## src/rtl/bar_dec_pkg.sv

```systemverilog
package bar_dec_pkg;

   localparam int NWIN = 4;
   localparam int NREG = 8;

   typedef enum logic [1:0] {
      WIN_IO0  = 2'd0,
      WIN_IO1  = 2'd1,
      WIN_REGS = 2'd2,
      WIN_INTR = 2'd3
   } win_e;

   localparam int IDX_EN       = 0;
   localparam int IDX_MODE     = 1;
   localparam int IDX_IO0_BASE = 2;
   localparam int IDX_IO0_MASK = 3;
   localparam int IDX_IO1_BASE = 4;
   localparam int IDX_IO1_MASK = 5;
   localparam int IDX_REG_BASE = 6;
   localparam int IDX_INT_BASE = 7;

   // window that a base/mask register belongs to
   function automatic win_e win_of_idx(input int idx);
      case (idx)
         IDX_IO0_BASE, IDX_IO0_MASK: return WIN_IO0;
         IDX_IO1_BASE, IDX_IO1_MASK: return WIN_IO1;
         IDX_REG_BASE:               return WIN_REGS;
         IDX_INT_BASE:               return WIN_INTR;
         default:                    return WIN_IO0;
      endcase
   endfunction

   // registers whose rewrite is guarded by the window enable
   function automatic bit idx_guarded(input int idx);
      return (idx >= IDX_IO0_BASE) && (idx <= IDX_INT_BASE);
   endfunction

endpackage

```

## src/rtl/bar_cfg_regs.sv

```systemverilog
module bar_cfg_regs
   import bar_dec_pkg::*;
#(
   parameter int DATA_W    = 64,
   parameter int IDX_W     = 4,
   parameter int SHIFT     = 8,
   parameter int IO_LSB    = 24,
   parameter int RB_LSB    = 22,
   parameter int IB_LSB    = 36,
   parameter int EN_BITS   = 4,
   parameter int MODE_BITS = 8
) (
   input  logic                               clk,
   input  logic                               rst_n,
   input  logic                               wr_en,
   input  logic [IDX_W-1:0]                   wr_idx,
   input  logic [DATA_W-1:0]                  wr_data,
   input  logic [IDX_W-1:0]                   rd_idx,
   output logic [DATA_W-1:0]                  rd_data,
   output logic [NWIN-1:0]                    win_en,
   output logic [NWIN-1:0][DATA_W-SHIFT-1:0]  win_phys,
   output logic [1:0][DATA_W-SHIFT-1:0]       io_mask_phys,
   output logic                               bar_err
);

   localparam int SEL_W = $clog2(NREG);
   localparam logic [DATA_W-1:0] ONES = '1;

   function automatic logic [DATA_W-1:0] keep_of(input int idx);
      case (idx)
         IDX_EN:                     return ~(ONES >> EN_BITS);
         IDX_MODE:                   return ~(ONES >> MODE_BITS);
         IDX_IO0_BASE, IDX_IO0_MASK,
         IDX_IO1_BASE, IDX_IO1_MASK: return ONES << IO_LSB;
         IDX_REG_BASE:               return ONES << RB_LSB;
         IDX_INT_BASE:               return ONES << IB_LSB;
         default:                    return '0;
      endcase
   endfunction

   logic [NREG-1:0][DATA_W-1:0] cfg;

   generate
      for (genvar g = 0; g < NREG; g++) begin : g_reg
         localparam logic [DATA_W-1:0] KEEP = keep_of(g);
         logic [DATA_W-1:0] q;
         always_ff @(posedge clk or negedge rst_n) begin
            if (!rst_n)
               q <= '0;
            else if (wr_en && (wr_idx == IDX_W'(g)))
               q <= wr_data & KEEP;
         end
         assign cfg[g] = q;
      end
   endgenerate

   // read port: unmapped indexes return zero
   always_comb begin
      if (rd_idx < IDX_W'(NREG))
         rd_data = cfg[rd_idx[SEL_W-1:0]];
      else
         rd_data = '0;
   end

   // decoder-facing views
   generate
      for (genvar w = 0; w < NWIN; w++) begin : g_en
         assign win_en[w] = cfg[IDX_EN][DATA_W-1-w];
      end
   endgenerate

   assign win_phys[WIN_IO0]  = cfg[IDX_IO0_BASE][DATA_W-1:SHIFT];
   assign win_phys[WIN_IO1]  = cfg[IDX_IO1_BASE][DATA_W-1:SHIFT];
   assign win_phys[WIN_REGS] = cfg[IDX_REG_BASE][DATA_W-1:SHIFT];
   assign win_phys[WIN_INTR] = cfg[IDX_INT_BASE][DATA_W-1:SHIFT];
   assign io_mask_phys[0]    = cfg[IDX_IO0_MASK][DATA_W-1:SHIFT];
   assign io_mask_phys[1]    = cfg[IDX_IO1_MASK][DATA_W-1:SHIFT];

   // live-window rewrite detection
   logic guarded;
   win_e wr_win;
   logic err_d;
   logic err_q;

   always_comb begin
      guarded = 1'b0;
      wr_win  = WIN_IO0;
      if (wr_idx < IDX_W'(NREG)) begin
         guarded = idx_guarded(int'(wr_idx));
         wr_win  = win_of_idx(int'(wr_idx));
      end
      err_d = wr_en && guarded && win_en[wr_win];
   end

   always_ff @(posedge clk or negedge rst_n) begin
      if (!rst_n)
         err_q <= 1'b0;
      else
         err_q <= err_d;
   end

   assign bar_err = err_q;

endmodule

```

## src/rtl/bar_window.sv

```systemverilog
module bar_window #(
   parameter int ADDR_W = 56
) (
   input  logic              en,
   input  logic [ADDR_W-1:0] base,
   input  logic [ADDR_W:0]   size,
   input  logic [ADDR_W-1:0] addr,
   output logic              hit,
   output logic [ADDR_W-1:0] offset
);

   // one extra bit so base+size never wraps
   logic [ADDR_W:0] limit;

   always_comb begin
      limit  = {1'b0, base} + size;
      hit    = en && (addr >= base) && ({1'b0, addr} < limit);
      offset = addr - base;
   end

endmodule

```

## src/rtl/bar_prio.sv

```systemverilog
module bar_prio #(
   parameter int N = 4,
   parameter int W = 56
) (
   input  logic [N-1:0]        hit,
   input  logic [N-1:0][W-1:0] off,
   output logic [N-1:0]        sel,
   output logic                nohit,
   output logic [W-1:0]        off_o
);

   logic [N:0] taken;
   assign taken[0] = 1'b0;

   generate
      for (genvar i = 0; i < N; i++) begin : g_chain
         assign sel[i]     = hit[i] && !taken[i];
         assign taken[i+1] = taken[i] | hit[i];
      end
   endgenerate

   assign nohit = !taken[N];

   always_comb begin
      off_o = '0;
      for (int i = 0; i < N; i++) begin
         if (sel[i])
            off_o = off_o | off[i];
      end
   end

endmodule

```

## src/rtl/bar_window_decoder.sv

```systemverilog
module bar_window_decoder
   import bar_dec_pkg::*;
#(
   parameter int DATA_W    = 64,
   parameter int IDX_W     = 4,
   parameter int SHIFT     = 8,
   parameter int IO_LSB    = 24,
   parameter int RB_LSB    = 22,
   parameter int IB_LSB    = 36,
   parameter int NUM_REGS  = 1024,
   parameter int MAX_INTS  = 256,
   parameter int ADDR_W    = DATA_W - SHIFT
) (
   input  logic              clk,
   input  logic              rst_n,
   input  logic              wr_en,
   input  logic [IDX_W-1:0]  wr_idx,
   input  logic [DATA_W-1:0] wr_data,
   input  logic [IDX_W-1:0]  rd_idx,
   output logic [DATA_W-1:0] rd_data,
   input  logic [ADDR_W-1:0] addr,
   output logic [3:0]        win_hit,
   output logic [3:0]        win_sel,
   output logic              no_hit,
   output logic [ADDR_W-1:0] sel_offset,
   output logic              bar_err
);

   localparam logic [63:0] REG_BYTES = 64'(NUM_REGS) * 64'd8;
   localparam logic [63:0] INT_BYTES = 64'(MAX_INTS) << 16;
   localparam logic [ADDR_W:0] REG_SIZE = (ADDR_W+1)'(REG_BYTES);
   localparam logic [ADDR_W:0] INT_SIZE = (ADDR_W+1)'(INT_BYTES);

   // elaboration-time parameter checks
   generate
      if (ADDR_W != DATA_W - SHIFT)
         $error("ADDR_W must equal DATA_W - SHIFT");
      if (IO_LSB <= SHIFT || RB_LSB <= SHIFT || IB_LSB <= SHIFT)
         $error("base fields must lie above the shift amount");
      if (IB_LSB >= DATA_W || IO_LSB >= DATA_W || RB_LSB >= DATA_W)
         $error("base field low bit outside the register");
      if (IDX_W <= $clog2(NREG))
         $error("IDX_W too narrow for the register bank");
      if (REG_BYTES > (64'd1 << RB_LSB - SHIFT))
         $error("register window larger than its base alignment");
      if (NUM_REGS < 1 || MAX_INTS < 1)
         $error("window sizes must be non-zero");
   endgenerate

   logic [NWIN-1:0]                   win_en;
   logic [NWIN-1:0][ADDR_W-1:0]       win_phys;
   logic [1:0][ADDR_W-1:0]            io_mask_phys;
   logic [NWIN-1:0][ADDR_W:0]         win_size;
   logic [NWIN-1:0][ADDR_W-1:0]       win_off;

   bar_cfg_regs #(
      .DATA_W    (DATA_W),
      .IDX_W     (IDX_W),
      .SHIFT     (SHIFT),
      .IO_LSB    (IO_LSB),
      .RB_LSB    (RB_LSB),
      .IB_LSB    (IB_LSB),
      .EN_BITS   (NWIN),
      .MODE_BITS (8)
   ) u_regs (
      .clk          (clk),
      .rst_n        (rst_n),
      .wr_en        (wr_en),
      .wr_idx       (wr_idx),
      .wr_data      (wr_data),
      .rd_idx       (rd_idx),
      .rd_data      (rd_data),
      .win_en       (win_en),
      .win_phys     (win_phys),
      .io_mask_phys (io_mask_phys),
      .bar_err      (bar_err)
   );

   generate
      for (genvar w = 0; w < NWIN; w++) begin : g_win
         if (w < 2) begin : g_io
            // size from complemented mask
            assign win_size[w] = {1'b0, ~io_mask_phys[w]} + {{ADDR_W{1'b0}}, 1'b1};
         end else if (w == int'(WIN_REGS)) begin : g_regwin
            assign win_size[w] = REG_SIZE;
         end else begin : g_intwin
            assign win_size[w] = INT_SIZE;
         end

         bar_window #(.ADDR_W(ADDR_W)) u_win (
            .en     (win_en[w]),
            .base   (win_phys[w]),
            .size   (win_size[w]),
            .addr   (addr),
            .hit    (win_hit[w]),
            .offset (win_off[w])
         );
      end
   endgenerate

   bar_prio #(.N(NWIN), .W(ADDR_W)) u_prio (
      .hit   (win_hit),
      .off   (win_off),
      .sel   (win_sel),
      .nohit (no_hit),
      .off_o (sel_offset)
   );

endmodule

```

## config.mk

```make
export PLATFORM = sky130hd
export DESIGN_NAME = bar_window_decoder
export DESIGN_NICKNAME = d
export VERILOG_FILES = /design/src/rtl/bar_dec_pkg.sv /design/src/rtl/bar_cfg_regs.sv /design/src/rtl/bar_window.sv /design/src/rtl/bar_prio.sv /design/src/rtl/bar_window_decoder.sv
export SDC_FILE = /design/constraint.sdc
export NUM_CORES = 1
export LEC_CHECK = 0
export BUFFER_PORTS_ARGS = -buffer_cell sky130_fd_sc_hd__buf_4
export CORE_ASPECT_RATIO = 0.75
export CORE_MARGIN = 10
export CORE_UTILIZATION = 50
export CTS_CLUSTER_DIAMETER = 50
export DETAILED_ROUTE_END_ITERATION = 16
export PLACE_DENSITY = 0.72
export SYNTH_ARGS = -nofsm -noshare
export SYNTH_HDL_FRONTEND = slang
export SYNTH_SLANG_ARGS = --single-unit
```

## constraint.sdc

```tcl
create_clock -name clk -period 7.1 [get_ports clk]
set_input_delay 1.42 -clock clk [delete_from_list [all_inputs] [get_ports clk]]
set_output_delay 1.42 -clock clk [all_outputs]
set_load 0.005 [all_outputs]
```

==> qor.txt, run 1 <==
Status: finished with violations
Failing checks: setup timing
Post-DP HPWL: 77700 um
Hold WC Path Type: reg -> reg
Hold_buf cts: 0
Max Clk Rate: 129 MHz
Clock skew: 0.00200 ns
PortBufs: 216
Largest net degree at the start of global routing: 138
Routed WL: 100000 um
Slew Limit Fails: 0
# diodes: 0
First-pass GRT wire length: 149000 um
Total gr overflow: 0
Fillers: 4158
Reg2Reg Depth: 4
Number of max-cap violations: 0
Yosys reg bits: 243
Final setup fails: 60
CP Capture Type: output port
Worst path bufs/invs: 6
Die extent in x: 278 um
P_leak: 15.1 nW
CP required: 5.68 ns
R2r setup slk: 6.13 ns
Cell Pwr Density: 374 nW/um^2
Worst vdd ir: 0.000199 V
Row count: 70
Library cells used by synthesis: 93
Crit-path max cell delay: 0.40 ns
Leading area contributor after synthesis: dfrtp_1
RSZ-0062 raised after global routing: yes
Hold endpoint: u_regs.g_reg[1].q[61]
Hold path depth: 1
Cts bufs inserted: 34
CP delay by family, top: compound AO/OA/AOI/OAI gates
Design area: 31600 sq um
Relative slew slack: 10.8%
H-tree levels: 2
IO Pins: 261
Core area: 49000 sq um
Layout cells sized above 1: 24.2%
CTS root buf: clkbuf_16
Avg Inst Size Synth: 8.23 sq um
Worst path slowest cell: a2111oi_4
Initial core utilization: 50.8%
Area delta synth->final: 26.6%
Drt wl/cell: 24.1 um
Critical path peak fanout: 7
Clk slew on worst S/H paths: 0.05 ns
Worst reg2reg endpoint: u_regs.bar_err
Synth top area share: 24.4%
Via Count: 25879
Area occupied by multi-input gates: 17900 sq um
Slew @ Worst Pin: 1.34 ns
Post-route DRC: 0
CTS tree: yes
All-Layer GR Usage: 32.4%
Period utilization: 109%
Iter 0 DRT Violations: 3069
Post-synthesis cell area: 24900 sq um
Routability Congestion: 1.01
Height of the chip: 213 um
First drt pass iteration count: 6
Vias per cell: 6.22
Area after DPL: 29000 sq um
CTS Buffer Depth: 3
Sequential area share after synthesis: 24.4%
Reg2reg start: u_regs.g_reg[0].q[60]
Die ar.: 59300 sq um
Mapped Cells: 3027
Sequential cell area: 6080 sq um
Startpoint types: register
CTS sink cnt: 243
Worst path arrival time: 6.31 ns
Top cells by area, synth: dfrtp_1 24%, ha_1 16%, o21ai_0 6.6%, nand2_1 5.0%, inv_1 4.6%
Final Critical Period: 7.73 ns
Number of flops mapped to enable cells by yosys: 0
Initial antenna violation count: 3
Setup TNS Final: -30.26 ns
Synth async-reset ratio: 100%
Final hold viol count: 0
Vias in the first global route: 24924
Final WS setup: -0.631 ns
Synth top cells by count: 329 x nand2_1, 329 x o21ai_0, 310 x ha_1, 306 x inv_1, 243 x dfrtp_1
Clk_lat worst skew: 0.55 ns
Main synth FF type: dfrtp_1
Critical Setup Path Class: reg -> out
Hold Path Origin: u_regs.g_reg[1].q[61]
Remaining antenna violation count after routing: 0
Yosys warnings: 0
Layout Nets: 3936
==> state kept, by name, indices dropped and copies added, names as in the netlist <==
name,cells
u_regs.bar_err,1
u_regs.g.q,242
==> cells in the final DEF (no fill, tap or decap), types with 9 or more instances in the layout <==
master | netlist | routed
xor2_1 | 62 | 62
a21oi_2 | 0 | 9
a21oi_1 | 227 | 214
xnor2_1 | 74 | 73
mux2_2 | 95 | 95
a22oi_1 | 49 | 43
a21o_1 | 120 | 120
nand3_1 | 48 | 41
a211oi_1 | 25 | 23
and3_1 | 20 | 20
conb_1 | 1 | 22
buf_12 | 0 | 16
nor2b_1 | 39 | 35
nand2b_1 | 37 | 31
o21ai_0 | 329 | 311
a221oi_1 | 18 | 17
mux4_2 | 32 | 32
mux2i_1 | 19 | 19
o21a_1 | 34 | 33
inv_1 | 306 | 302
or3_1 | 10 | 10
and2_1 | 15 | 15
clkbuf_16 | 0 | 34
dfrtp_1 | 243 | 243
nor2_1 | 130 | 125
a31oi_1 | 16 | 14
o21ai_1 | 12 | 22
buf_6 | 2 | 47
buf_4 | 27 | 464
o21bai_1 | 19 | 19
o211ai_1 | 39 | 39
nand2_1 | 329 | 324
nor3_1 | 35 | 30
nor4_1 | 13 | 12
nand4_1 | 41 | 41
ha_1 | 310 | 304
==> routing by layer <==
layer	global-route usage, %	part of all wire [%]	vias to the layer above
li1	-	-	11797
met1	46.3	44	12508
met2	48.5	42	1417
met3	7.13	11	155
met4	8.67	2.5	2
met5	0	0.017	-
==> where the power goes <==
part           internal, mW  total (mW)  leakage [nW]  switching (mW)
clock network          1.09        1.80         0.565           0.712
logic                  3.70        8.08          11.6            4.38
registers              1.71        1.92          2.93           0.208
total                  6.51        11.8          15.1            5.30
==> cell type report <==
cell class / instances / area share, %
Inverter: 309 / 3.73
Multi-Input combinational cell: 2372 / 56.8
Timing Repair Buffer: 529 / 13.9
Clock buffer: 43 / 2.96
Clock inverter: 18 / 0.757
Tap cell: 648 / 2.57
Sequential cell: 243 / 19.3
==> timing repair <==
action | 4_1_cts | 5_1_grt
pin swaps | 71 | 43
endpoints found under the setup margin | 63 | 63
gates cloned | 1 | 1
gates resized for setup | 144 | 71
buffers inserted | 34 | 18
==> kinds of logic after synthesis <==
| group | synth area share (%) |
|---|---|
| xor+xnor | 4.78 |
| buf+inv | 7.04 |
| other cells | 0.0150 |
| compound gates | 25.5 |
| simple gates | 14.2 |
| fa+ha+maj | 16.0 |
| flops | 24.4 |
| mux | 7.95 |
==> per-stage QoR <==
step	utilization [%]	setup WS (ns)	hold WS, ns	cells	power, mW
after global placement	59.2	-0.986	0.484	4054	8.83
final	64.3	-0.631	0.506	4162	11.8
after CTS	63.5	-0.600	0.505	4143	11.4
after floorplan	-	0.800	0.475	3048	6.12
after detailed placement	59.2	-1.02	0.493	4054	8.99
after global routing	64.3	-0.781	0.519	4162	12.5
==> worst max path at each step <==
| stage | start | to | slack, ns | cells past startpoint |
|---|---|---|---|---|
| finish | u_regs.g_reg[5].q[24] | sel_offset[38] | -0.63 | 28 |
| CTS | u_regs.g_reg[5].q[24] | sel_offset[41] | -0.60 | 27 |
| detailed placement | u_regs.g_reg[4].q[24] | sel_offset[32] | -1.02 | 25 |
| global route | u_regs.g_reg[4].q[24] | sel_offset[41] | -0.78 | 28 |
| global placement | u_regs.g_reg[4].q[24] | sel_offset[38] | -0.99 | 25 |
| floorplan | u_regs.g_reg[4].q[24] | sel_offset[38] | 0.80 | 25 |
No activity file was read; power rests on OpenSTA's default activity.
==> run 2: changes to the inputs <==
--- a/config.mk
+++ b/config.mk
@@ -5,13 +5,14 @@
 export SDC_FILE = /design/constraint.sdc
 export NUM_CORES = 1
 export LEC_CHECK = 0
+export ABC_AREA = 1
 export BUFFER_PORTS_ARGS = -buffer_cell sky130_fd_sc_hd__buf_4
 export CORE_ASPECT_RATIO = 0.75
 export CORE_MARGIN = 10
-export CORE_UTILIZATION = 50
+export CORE_UTILIZATION = 30
 export CTS_CLUSTER_DIAMETER = 50
 export DETAILED_ROUTE_END_ITERATION = 16
-export PLACE_DENSITY = 0.72
+export PLACE_DENSITY = 0.49
 export SYNTH_ARGS = -nofsm -noshare
 export SYNTH_HDL_FRONTEND = slang
 export SYNTH_SLANG_ARGS = --single-unit
==> qor.txt, run 2 <==
Initial antenna violation count: 1 (-2)
Routed WL: 140000 um (+39%)
Core area: 92000 sq um (+88%)
Max Clk Rate: 145 MHz (+12%)
Leading area contributor after synthesis: dfrtp_1
Main synth FF type: dfrtp_1
Setup TNS Final: 0 ns (+30.26 ns)
Layout cells sized above 1: 8.82% (-15 points)
Synth top area share: 21.7% (-2.7 points)
Height of the chip: 285 um (+33%)
Die ar.: 106000 sq um (+79%)
Remaining antenna violation count after routing: 0 (unchanged)
Final Util: 35.3% (-29 points)
Relative slew slack: 3.81% (-6.9 points)
Sequential area share after synthesis: 21.7% (-2.7 points)
Layout Nets: 5068 (+29%)
Row count: 96 (+37%)
Final std cells w/o fill: 5874 (+41%)
Final hold viol count: 0 (unchanged)
Hold_buf cts: 0 (unchanged)
Startpoint types: register
Initial core utilization: 30.5% (-20 points)
P_leak: 16.3 nW (+7.8%)
Crit-path max cell delay: 0.42 ns (+0.02 ns)
Routability Congestion: 1.02 (+1.1%)
CP Capture Type: output port
First drt pass iteration count: 6 (unchanged)
Yosys reg bits: 243 (unchanged)
All-Layer GR Usage: 25.0% (-7.4 points)
Critical path's most frequent cell: nand2_1
Area delta synth->final: 15.9%
Final WS setup: 0.227 ns (+0.857 ns)
Library cells used by synthesis: 55 (-41%)
Final setup fails: 0 (-100%)
Most frequent cells in the layout: 1085 x nand2_1, 642 x inv_1, 476 x o21ai_0
First-pass GRT wire length: 199000 um (+33%)
Vias per cell: 5.24 (-16%)
Worst path slowest cell: xnor2_1
CP required: 5.68 ns (about the same)
Iter 0 DRT Violations: 3200 (+4.3%)
Fillers: 10285 (+150%)
H-tree levels: 2 (unchanged)
Slew Limit Fails: 0 (unchanged)
Critical Setup Path Class: reg -> out
CTS tree: yes
Commonest non-fill, non-tap cell in the layout: nand2_1
Number of flops mapped to enable cells by yosys: 0 (unchanged)
Worst vdd ir: 0.000165 V (-17%)
Post-synthesis cell area: 28000 sq um (+12%)
Mapped Cells: 4425 (+46%)
Status: completed
Worst path arrival time: 5.45 ns (-0.86 ns)
Slew @ Worst Pin: 1.43 ns (+0.0966 ns)
Dpl cells: 5802 (+43%)
Vias in the first global route: 28839 (+16%)
Synth top cells by count: 1086 x nand2_1, 642 x inv_1, 476 x o21ai_0, 424 x a21oi_1, 405 x nor2_1
Critical path peak fanout: 9 (+2)
CTS Buffer Depth: 3 (unchanged)
Clk_lat worst skew: 0.59 ns (+0.04 ns)
Post-route DRC: 0 (unchanged)
RSZ-0062 raised after global routing: no
Most frequent cell after synthesis: nand2_1
Clk slew on worst S/H paths: 0.06 ns (about the same)
Cell Pwr Density: 334 nW/um^2 (-11%)
CTS sink cnt: 243 (unchanged)
Via Count: 30807 (+19%)
CTS root buf: clkbuf_16
Synth async-reset ratio: 100% (unchanged)
Cts bufs inserted: 37 (+8.8%)
IO Pins: 261 (unchanged)
Period utilization: 96.8% (-12 points)
PortBufs: 216 (unchanged)
Number of max-cap violations: 0 (unchanged)
Post-DP HPWL: 117000 um (+51%)
Clock skew: 0.00401 ns (+0.00201 ns)
Largest net degree at the start of global routing: 146 (+5.8%)
Drt wl/cell: 23.8 um (-1.4%)
Final Critical Period: 6.87 ns (-0.857 ns)
Avg Inst Size Synth: 6.33 sq um (-23%)
Register with the most flip-flops: u_regs.g.q
Yosys warnings: 0 (unchanged)
Hold slack: 0.484 ns (-0.0215 ns)
Total gr overflow: 0 (unchanged)
Die extent in x: 373 um (+34%)
Hold WC Path Type: reg -> reg
Top cells by area, synth: dfrtp_1 22%, nand2_1 15%, ha_1 14%, inv_1 8.6%, o21ai_0 8.5%
Setup WS pre-CTS: 0.548 ns (+1.57 ns)
Largest register FFs: 242 (unchanged)
run 2: cells by family after synthesis:
logic type,after synthesis,synth area share (%)
simple gates,1834,27.0
buf+inv,794,11.3
fa+ha+maj,316,14.3
xor+xnor,157,4.91
flops,243,21.7
compound gates,1080,20.9
other cells,1,0.0134
run 2: final timing paths:
kind / cells after the start / start / endpoint / slack, ns
max in group asynchronous: 2 / rst_n / u_regs.g_reg[3].q[27] / 4.98
worst max-delay path: 28 / u_regs.g_reg[4].q[24] / sel_offset[50] / 0.23
min in group asynchronous: 1 / rst_n / u_regs.g_reg[6].q[53] / 0.75
worst max register to register: 4 / u_regs.g_reg[0].q[61] / u_regs.bar_err / 5.63
worst min-delay path: 2 / u_regs.g_reg[3].q[27] / u_regs.g_reg[3].q[27] / 0.48
worst min register to register: 2 / u_regs.g_reg[3].q[27] / u_regs.g_reg[3].q[27] / 0.48
run 2: what timing repair did:
action                                  4_1_cts  5_1_grt
endpoints found under the setup margin       14       55
cloned                                        0        2
endpoints found under the hold margin         0        0
pin swaps                                     0        3
resized for setup                             1       29
buffers inserted                              0        3
run 2: final cells by class:
cell class                 count  area (sq um)  share of cell area, %
tap                         1225          1530                   4.72
sequential                   243          6080                   18.7
inverter                     652          2450                   7.55
multi-input combinational   3410         19000                   58.5
antenna                        1          2.50                0.00770
clock buffer                  45           976                   3.00
clock inverter                21           269                  0.828
timing repair buffer         277          2150                   6.63
run 2: worst max-delay path: cells and delay by family (launching register included):
family / cells / cell delay (ns)
flops: 1 / 0.40
compound gates: 1 / 0.16
buf+inv: 6 / 0.91
fa+ha+maj: 3 / 1.00
simple gates: 17 / 1.96
xor+xnor: 1 / 0.42
run 2: where the power goes:
part / leakage [nW] / switching [mW] / internal, mW / total (mW)
Combinational: 12.7 / 4.64 / 2.40 / 7.03
Sequential: 3.00 / 0.253 / 1.69 / 1.94
Clock: 0.604 / 0.770 / 1.11 / 1.88
Total: 16.3 / 5.66 / 5.20 / 10.9
run 2: per-layer routing:
layer  global-route usage (%)  vias to the layer above  routed length [um]
met2                     35.9                     1174               55900
met3                     3.95                      114               12100
met5                        0                        -                   0
li1                         -                    14906                   -
met4                     4.66                        0                2680
met1                     38.4                    14613               69100
run 2: metrics by stage:
step | instance area [sq um] | power (mW)
floorplan | 28100 | 6.20
global placement | 31100 | 8.73
detailed placement | 31100 | 8.73
CTS | 32300 | 10.7
global route | 32500 | 11.7
finish | 32500 | 10.9
